File: config.mk
export PLATFORM = sky130hd
export DESIGN_NAME = rctl_regbank
export DESIGN_NICKNAME = d
export VERILOG_FILES = /design/src/rtl/rctl_pkg.sv /design/src/rtl/rctl_lane_merge.sv /design/src/rtl/rctl_read_mux.sv /design/src/rtl/rctl_regbank.sv
export SDC_FILE = /design/constraint.sdc
export NUM_CORES = 1
export LEC_CHECK = 0
export BUFFER_PORTS_ARGS = -buffer_cell sky130_fd_sc_hd__buf_2
export CAP_MARGIN = 20
export CORE_ASPECT_RATIO = 1.25
export CORE_UTILIZATION = 36
export CTS_CLUSTER_DIAMETER = 50
export DETAILED_ROUTE_END_ITERATION = 10
export GPL_ROUTABILITY_DRIVEN = 0
export PLACE_DENSITY = 0.59
export SKIP_LAST_GASP = 1
export SLEW_MARGIN = 20
export SYNTH_ARGS = -nofsm -noshare
export SYNTH_HDL_FRONTEND = slang
export SYNTH_SLANG_ARGS = --single-unit
File: constraint.sdc
create_clock -name clk -period 2.1 [get_ports clk]
set_input_delay 0.21 -clock clk [delete_from_list [all_inputs] [get_ports clk]]
set_output_delay 0.21 -clock clk [all_outputs]
set_load 0.03 [all_outputs]
File: src/rtl/rctl_pkg.sv
// Package: shared encodings and constants for the control register bank.
// Assumes a 32-bit register width and a 32-byte window of eight registers.
package rctl_pkg;
    localparam int unsigned DATA_W = 32;
    localparam int unsigned NUM_REGS = 8;
    localparam int unsigned ADDR_W = $clog2(NUM_REGS * (DATA_W / 8));
    localparam int unsigned IDX_W = $clog2(NUM_REGS);

    typedef enum logic [1:0] {
        SZ_BYTE = 2'd0,
        SZ_HALF = 2'd1,
        SZ_LONG = 2'd2
    } acc_size_e;

    typedef enum logic [IDX_W-1:0] {
        RI_FLAGS = 3'd0,
        RI_MCTL  = 3'd1,
        RI_MPTR  = 3'd2,
        RI_DORG  = 3'd3,
        RI_PC    = 3'd4,
        RI_CTL   = 3'd5,
        RI_HIGH  = 3'd6,
        RI_DIV   = 3'd7
    } reg_idx_e;

    localparam logic [DATA_W-1:0] CTL_KEEP  = 32'h0000_F7C0;
    localparam logic [DATA_W-1:0] CTL_CMD   = 32'h0000_0006;
    localparam logic [DATA_W-1:0] FLAG_HIDE = 32'h0000_3E00;
    localparam logic [DATA_W-1:0] PTR_ALIGN = 32'h0000_0003;

    localparam logic [DATA_W-1:0] RST_PC   = 32'h00F0_3000;
    localparam logic [DATA_W-1:0] RST_CTL  = 32'h0000_2800;
    localparam logic [DATA_W-1:0] RST_DORG = 32'hFFFF_FFFF;
endpackage

File: src/rtl/rctl_lane_merge.sv
// Module: merges bus write data into the addressed big-endian lane of a
// base value. Lane 0 is the most significant byte. Halfword writes to an
// odd address are flagged as not allowed. Purely combinational.
module rctl_lane_merge #(
    parameter int unsigned DATA_W = 32
) (
    input  logic [1:0]        size,
    input  logic [1:0]        ofs,
    input  logic [DATA_W-1:0] wdata,
    input  logic [DATA_W-1:0] base,
    output logic [DATA_W-1:0] merged,
    output logic              ok
);
    localparam int unsigned LANES = DATA_W / 8;

    // Legal access check: odd halfword and unknown size are refused
    always_comb begin
        ok = 1'b1;
        if (size == rctl_pkg::SZ_HALF && ofs[0]) ok = 1'b0;
        if (size == 2'd3)                        ok = 1'b0;
    end

    for (genvar i = 0; i < LANES; i++) begin : g_lane
        localparam int unsigned LO = 8 * (LANES - 1 - i);
        logic       hit;
        logic [7:0] src;
        // Per-lane select and source byte
        always_comb begin
            hit = 1'b0;
            src = wdata[LO +: 8];
            case (size)
                rctl_pkg::SZ_LONG: begin
                    hit = 1'b1;
                    src = wdata[LO +: 8];
                end
                rctl_pkg::SZ_HALF: begin
                    hit = (i / 2) == int'(ofs[1]);
                    src = (i % 2 == 0) ? wdata[15:8] : wdata[7:0];
                end
                rctl_pkg::SZ_BYTE: begin
                    hit = i == int'(ofs);
                    src = wdata[7:0];
                end
                default: hit = 1'b0;
            endcase
        end
        assign merged[LO +: 8] = hit ? src : base[LO +: 8];
    end
endmodule

File: src/rtl/rctl_read_mux.sv
// Module: extracts the addressed big-endian byte or halfword of a register
// view and right-justifies it; longword reads pass through. Combinational.
module rctl_read_mux #(
    parameter int unsigned DATA_W = 32
) (
    input  logic [1:0]        size,
    input  logic [1:0]        ofs,
    input  logic [DATA_W-1:0] full,
    output logic [DATA_W-1:0] rdata
);
    localparam int unsigned LANES = DATA_W / 8;

    // Lane extraction by access size
    always_comb begin
        rdata = '0;
        case (size)
            rctl_pkg::SZ_BYTE: rdata[7:0]  = full[8 * (LANES - 1 - int'(ofs)) +: 8];
            rctl_pkg::SZ_HALF: rdata[15:0] = ofs[1] ? full[15:0] : full[31:16];
            default:           rdata       = full;
        endcase
    end
endmodule

File: src/rtl/rctl_regbank.sv
// Module: eight-register control bank on a big-endian byte/half/long bus.
// Assumes one access per cycle and no wait states. Sub-word writes merge
// into the stored value in the same cycle. Slot 7 stores the divide
// control; reads of that offset show the remainder input instead.
module rctl_regbank
    import rctl_pkg::*;
(
    input  logic              clk,
    input  logic              rst_n,
    input  logic              bus_sel,
    input  logic              bus_wr,
    input  logic [4:0]        bus_addr,
    input  logic [1:0]        bus_size,
    input  logic [31:0]       bus_wdata,
    output logic [31:0]       bus_rdata,
    input  logic              flag_z_i,
    input  logic              flag_c_i,
    input  logic              flag_n_i,
    input  logic [31:0]       remain_i,
    output logic [31:0]       flags_o,
    output logic [31:0]       divctl_o,
    output logic              run_o,
    output logic              host_irq_o,
    output logic              line0_o
);
    logic [NUM_REGS-1:0][DATA_W-1:0] regs_q;
    logic [IDX_W-1:0]  idx;
    logic [1:0]        ofs;
    logic [DATA_W-1:0] view;
    logic [DATA_W-1:0] merged;
    logic              lane_ok;
    logic              wen;
    logic              host_q;
    logic              line0_q;
    logic [DATA_W-1:0] ctl_q;
    logic [DATA_W-1:0] mptr_q;

    assign idx = bus_addr[ADDR_W-1:2];
    assign ofs = bus_addr[1:0];

    // Read view of the addressed register, with live flags and remainder
    always_comb begin
        view = regs_q[idx];
        if (idx == RI_FLAGS)
            view = (regs_q[RI_FLAGS] & ~FLAG_HIDE & ~32'h7)
                 | {29'd0, flag_n_i, flag_c_i, flag_z_i};
        else if (idx == RI_DIV)
            view = remain_i;
    end

    rctl_lane_merge #(.DATA_W(DATA_W)) u_merge (
        .size   (bus_size),
        .ofs    (ofs),
        .wdata  (bus_wdata),
        .base   (regs_q[idx]),
        .merged (merged),
        .ok     (lane_ok)
    );

    rctl_read_mux #(.DATA_W(DATA_W)) u_rmux (
        .size  (bus_size),
        .ofs   (ofs),
        .full  (view),
        .rdata (bus_rdata)
    );

    assign wen = bus_sel && bus_wr && lane_ok;

    // Register storage with per-register write rules
    always_ff @(posedge clk) begin
        if (!rst_n) begin
            regs_q           <= '0;
            regs_q[RI_DORG]  <= RST_DORG;
            regs_q[RI_PC]    <= RST_PC;
            regs_q[RI_CTL]   <= RST_CTL;
        end else if (wen) begin
            case (idx)
                RI_MPTR: regs_q[idx] <= merged & ~PTR_ALIGN;
                RI_CTL:  regs_q[idx] <= (regs_q[RI_CTL] & CTL_KEEP)
                                      | (merged & ~CTL_KEEP & ~CTL_CMD);
                default: regs_q[idx] <= merged;
            endcase
        end
    end

    // One-cycle command pulses from control bits 1 and 2
    always_ff @(posedge clk) begin
        if (!rst_n) begin
            host_q  <= 1'b0;
            line0_q <= 1'b0;
        end else begin
            host_q  <= wen && (idx == RI_CTL) && merged[1];
            line0_q <= wen && (idx == RI_CTL) && merged[2];
        end
    end

    assign ctl_q      = regs_q[RI_CTL];
    assign mptr_q     = regs_q[RI_MPTR];
    assign flags_o    = regs_q[RI_FLAGS];
    assign divctl_o   = regs_q[RI_DIV];
    assign run_o      = ctl_q[0];
    assign host_irq_o = host_q;
    assign line0_o    = line0_q;
endmodule

==> flow_summary.yaml <==
placement:
  portBuffers: 176
  place_area_um2: 16000
  hpwl_um: 41900
  dp.cells: 2268
  dp_slack_ns: -0.445
worst_setup_path:
  critPathBufInv: 3
  slowest_delay_ns: 0.47
  startpoint_type: "register"
  cp_slowest_cell: "mux4_2"
  cp_common_cell: "buf_4"
  cp.arrival_ns: 2.35
  worstPathMaxFanout: 2
  cp_cell_sequence: "mux4_2 > mux2i_1 > buf_4 > nor2_2 > a221oi_2 > buf_4 > o221ai_4 > buf_6"
  cp_top_family: "multiplexers"
  end_kind: "output port"
  cp.required_ns: 1.89
  critPathKind: "register to output port"
routing:
  wl_per_cell_um: 24.5
  drcViolationCount: 0
  viasPerCell: 5.91
  drtAntennaViolNets: 0
  drtIter0Drc: 1598
  route.final.wire_length_um: 57800
  first_pass_iters: 8
  vias: 13900
floorplanning:
  core_region_area_um2: 36300
  initial_core_util_pct: 36.6
  dieHeight_um: 217
  die_x_um: 174
  std_cell_rows: 78
  num_io_pins: 177
  dieArea_um2: 37600
pwr:
  power_mw: 12.4
  powerDensity_nw_per_um2: 683
  ir_drop_uv: 545
  p_leak_nw: 7.38
clocking:
  hold_buffers: 0
  numCtsBuffers: 28
  root_buffer: "clkbuf_16"
  cts_tree: "yes"
  clkLatencyLatePin_ns: 0.57
  clkSinkCount: 258
  htreeDepth: 1
  cts_max_path_buffers: 3
  clkTransAtPathRegs_ns: 0.06
sta:
  final_hold_viol_count: 0
  fin_skew_ns: 0.0303
  drv_slew: 0
  slew-limit-headroom_pct: 40.9
  clock.fmax_ghz: 0.391
  rsz0062_at_grt: "yes"
  setup_violations: 39
  worst_pin_slew_ns: 0.886
  postLayoutSetupSlackWorst_ns: -0.456
  period_share_pct: 122
  post-route-min-period_ns: 2.56
grt:
  grt_max_degree: 97
  grt_pass1_wl_um: 84700
  overflow: 0
  gr-usage-all-layers_pct: 29.8
  grt_pass1_vias: 13400
  antenna_found_initial: 1
synthesis:
  yosysWarningCount: 0
  ys_ff_latch: 258
  ys_seq_area_share_pct: 38.9
  avgSynthCellArea_um2: 8.61
  ys.flop_type: "dfxtp_1"
  syn-num-nets: 1620
  syn_inst: 1542
  synth_area_um2: 13300
  synth_edf_count: 0
  synthArstFlopShare_pct: 0
  synth_cell_types: 76
cells_and_area:
  final_cell_mix: "buf_4, dfxtp_1, nand2_1"
  utilization_pct: 49.9
  final_common_cell: "buf_4"
  synthToLayoutAreaGrowth_pct: 36.5
  fin_cells: 2356
  drive_above_1_share_pct: 41.5
  nFillCells: 3435
  design_area_um2: 18100
  nNetsFinal: 1933
run_status:
  status: "finished, violations left"
  failed_checks: "setup timing"
hold_path:
  hp-class: "primary input to register"
run:
  drv_cap: 0
final cells by class:
cell class | instances | area, µm² | area share (%)
repair buffers | 478 | 3700 | 20.4
inverters | 7 | 26.3 | 0.145
diodes | 2 | 5.00 | 0.0276
clock inverters | 12 | 106 | 0.587
well taps | 480 | 601 | 3.31
clock buffers | 37 | 796 | 4.39
flip-flops and latches | 258 | 5220 | 28.8
multi-input cells | 1082 | 7670 | 42.3
cells by family (layout without fill, tap and decap cells):
kind of cell,after synthesis,count (layout),synth area share (%)
other,0,2,0
and+or+nand+nor,438,438,15.1
muxes,122,122,12.4
DFF,258,258,38.9
AOI/OAI and AO/OA,522,522,24.6
buffers and inverters,202,534,8.99
per-stage QoR:
step | setup TNS (ns) | hold WS (ns)
2_1_floorplan | 0 | 0.425
5_1_grt | -11.45 | 0.155
4_1_cts | -11.01 | 0.123
3_5_place_dp | -33.35 | 0.440
3_3_place_gp | -27.01 | 0.438
6_report | -9.52 | 0.126
worst min-delay path, delay by kind of cell:
kind	cells	cell delay, ns
buffers and inverters	2	0.28
AND/OR/NAND/NOR	1	0.08
AO/OA/AOI/OAI	1	0.08
registers in the layout (all words and copies together) (netlist names), named ones only:
signal / count
mptr_q: 31
flags_o: 31
divctl_o: 30
regs_q: 124
ctl_q: 31
host_irq_o: 1
line0_o: 1
per-layer routing:
layer,GRT usage [%],up-vias,routed length [µm],part of all wire [%]
met2,46.5,848,25800,45
met5,0,-,0,0
met1,37.3,6665,22500,39
li1,-,6211,-,-
met4,21.0,0,4340,7.5
met3,4.95,190,5100,8.8
synthesized netlist by cell type, types with 7 or more instances:
cell type  number  area (µm²)
nor2b_1        13        81.3
nand3b_1       11        82.6
o211ai_1       17         128
o22ai_1        82         513
a22oi_1        17         128
nor2_1         70         263
a221oi_1        8        70.1
nand2_1       200         751
a22o_1          9        78.8
o21ai_0       118         591
mux2i_1        45         450
o221ai_1        7        61.3
a211oi_1       35         263
o21a_1          8        60.1
o21ai_1        12        60.1
mux4_2         28         631
nand3_1        65         325
buf_2          37         185
dfxtp_1       258        5160
a31oi_1         8        50.1
and3_1         12        75.1
clkbuf_1       63         236
buf_4          77         578
nor3_1         23         115
mux2_2         45         507
buf_6          11         124
nand2b_1        8        50.1
a21oi_1       150         751
and2_1         16         100
final timing paths:
path	startpoint	end	slack [ns]	cells past startpoint
max	divctl_o[19]$_SDFFE_PN0P_	bus_rdata[3]	-0.46	8
min	bus_wdata[2]	line0_o$_SDFF_PN0_	0.13	4
min reg2reg	ctl_q[26]$_SDFFE_PN0P_	ctl_q[26]$_SDFFE_PN0P_	0.45	2
max reg2reg	divctl_o[2]$_SDFFE_PN0P_	regs_q[98]$_SDFFE_PN1P_	-0.34	15
timing repair:
item / 4_1_cts / 5_1_grt
resized for setup: 185 / 81
buffers inserted: 39 / 13
pin swaps: 61 / 27
setup endpoints to repair: 32 / 55
where the power goes:
part / switching (mW) / total, mW / internal (mW)
sequential: 0.0383 / 4.99 / 4.95
combinational: 1.48 / 2.49 / 1.02
clock: 2.12 / 4.91 / 2.79
total: 3.63 / 12.4 / 8.75
(Power assumes the default switching activity.)
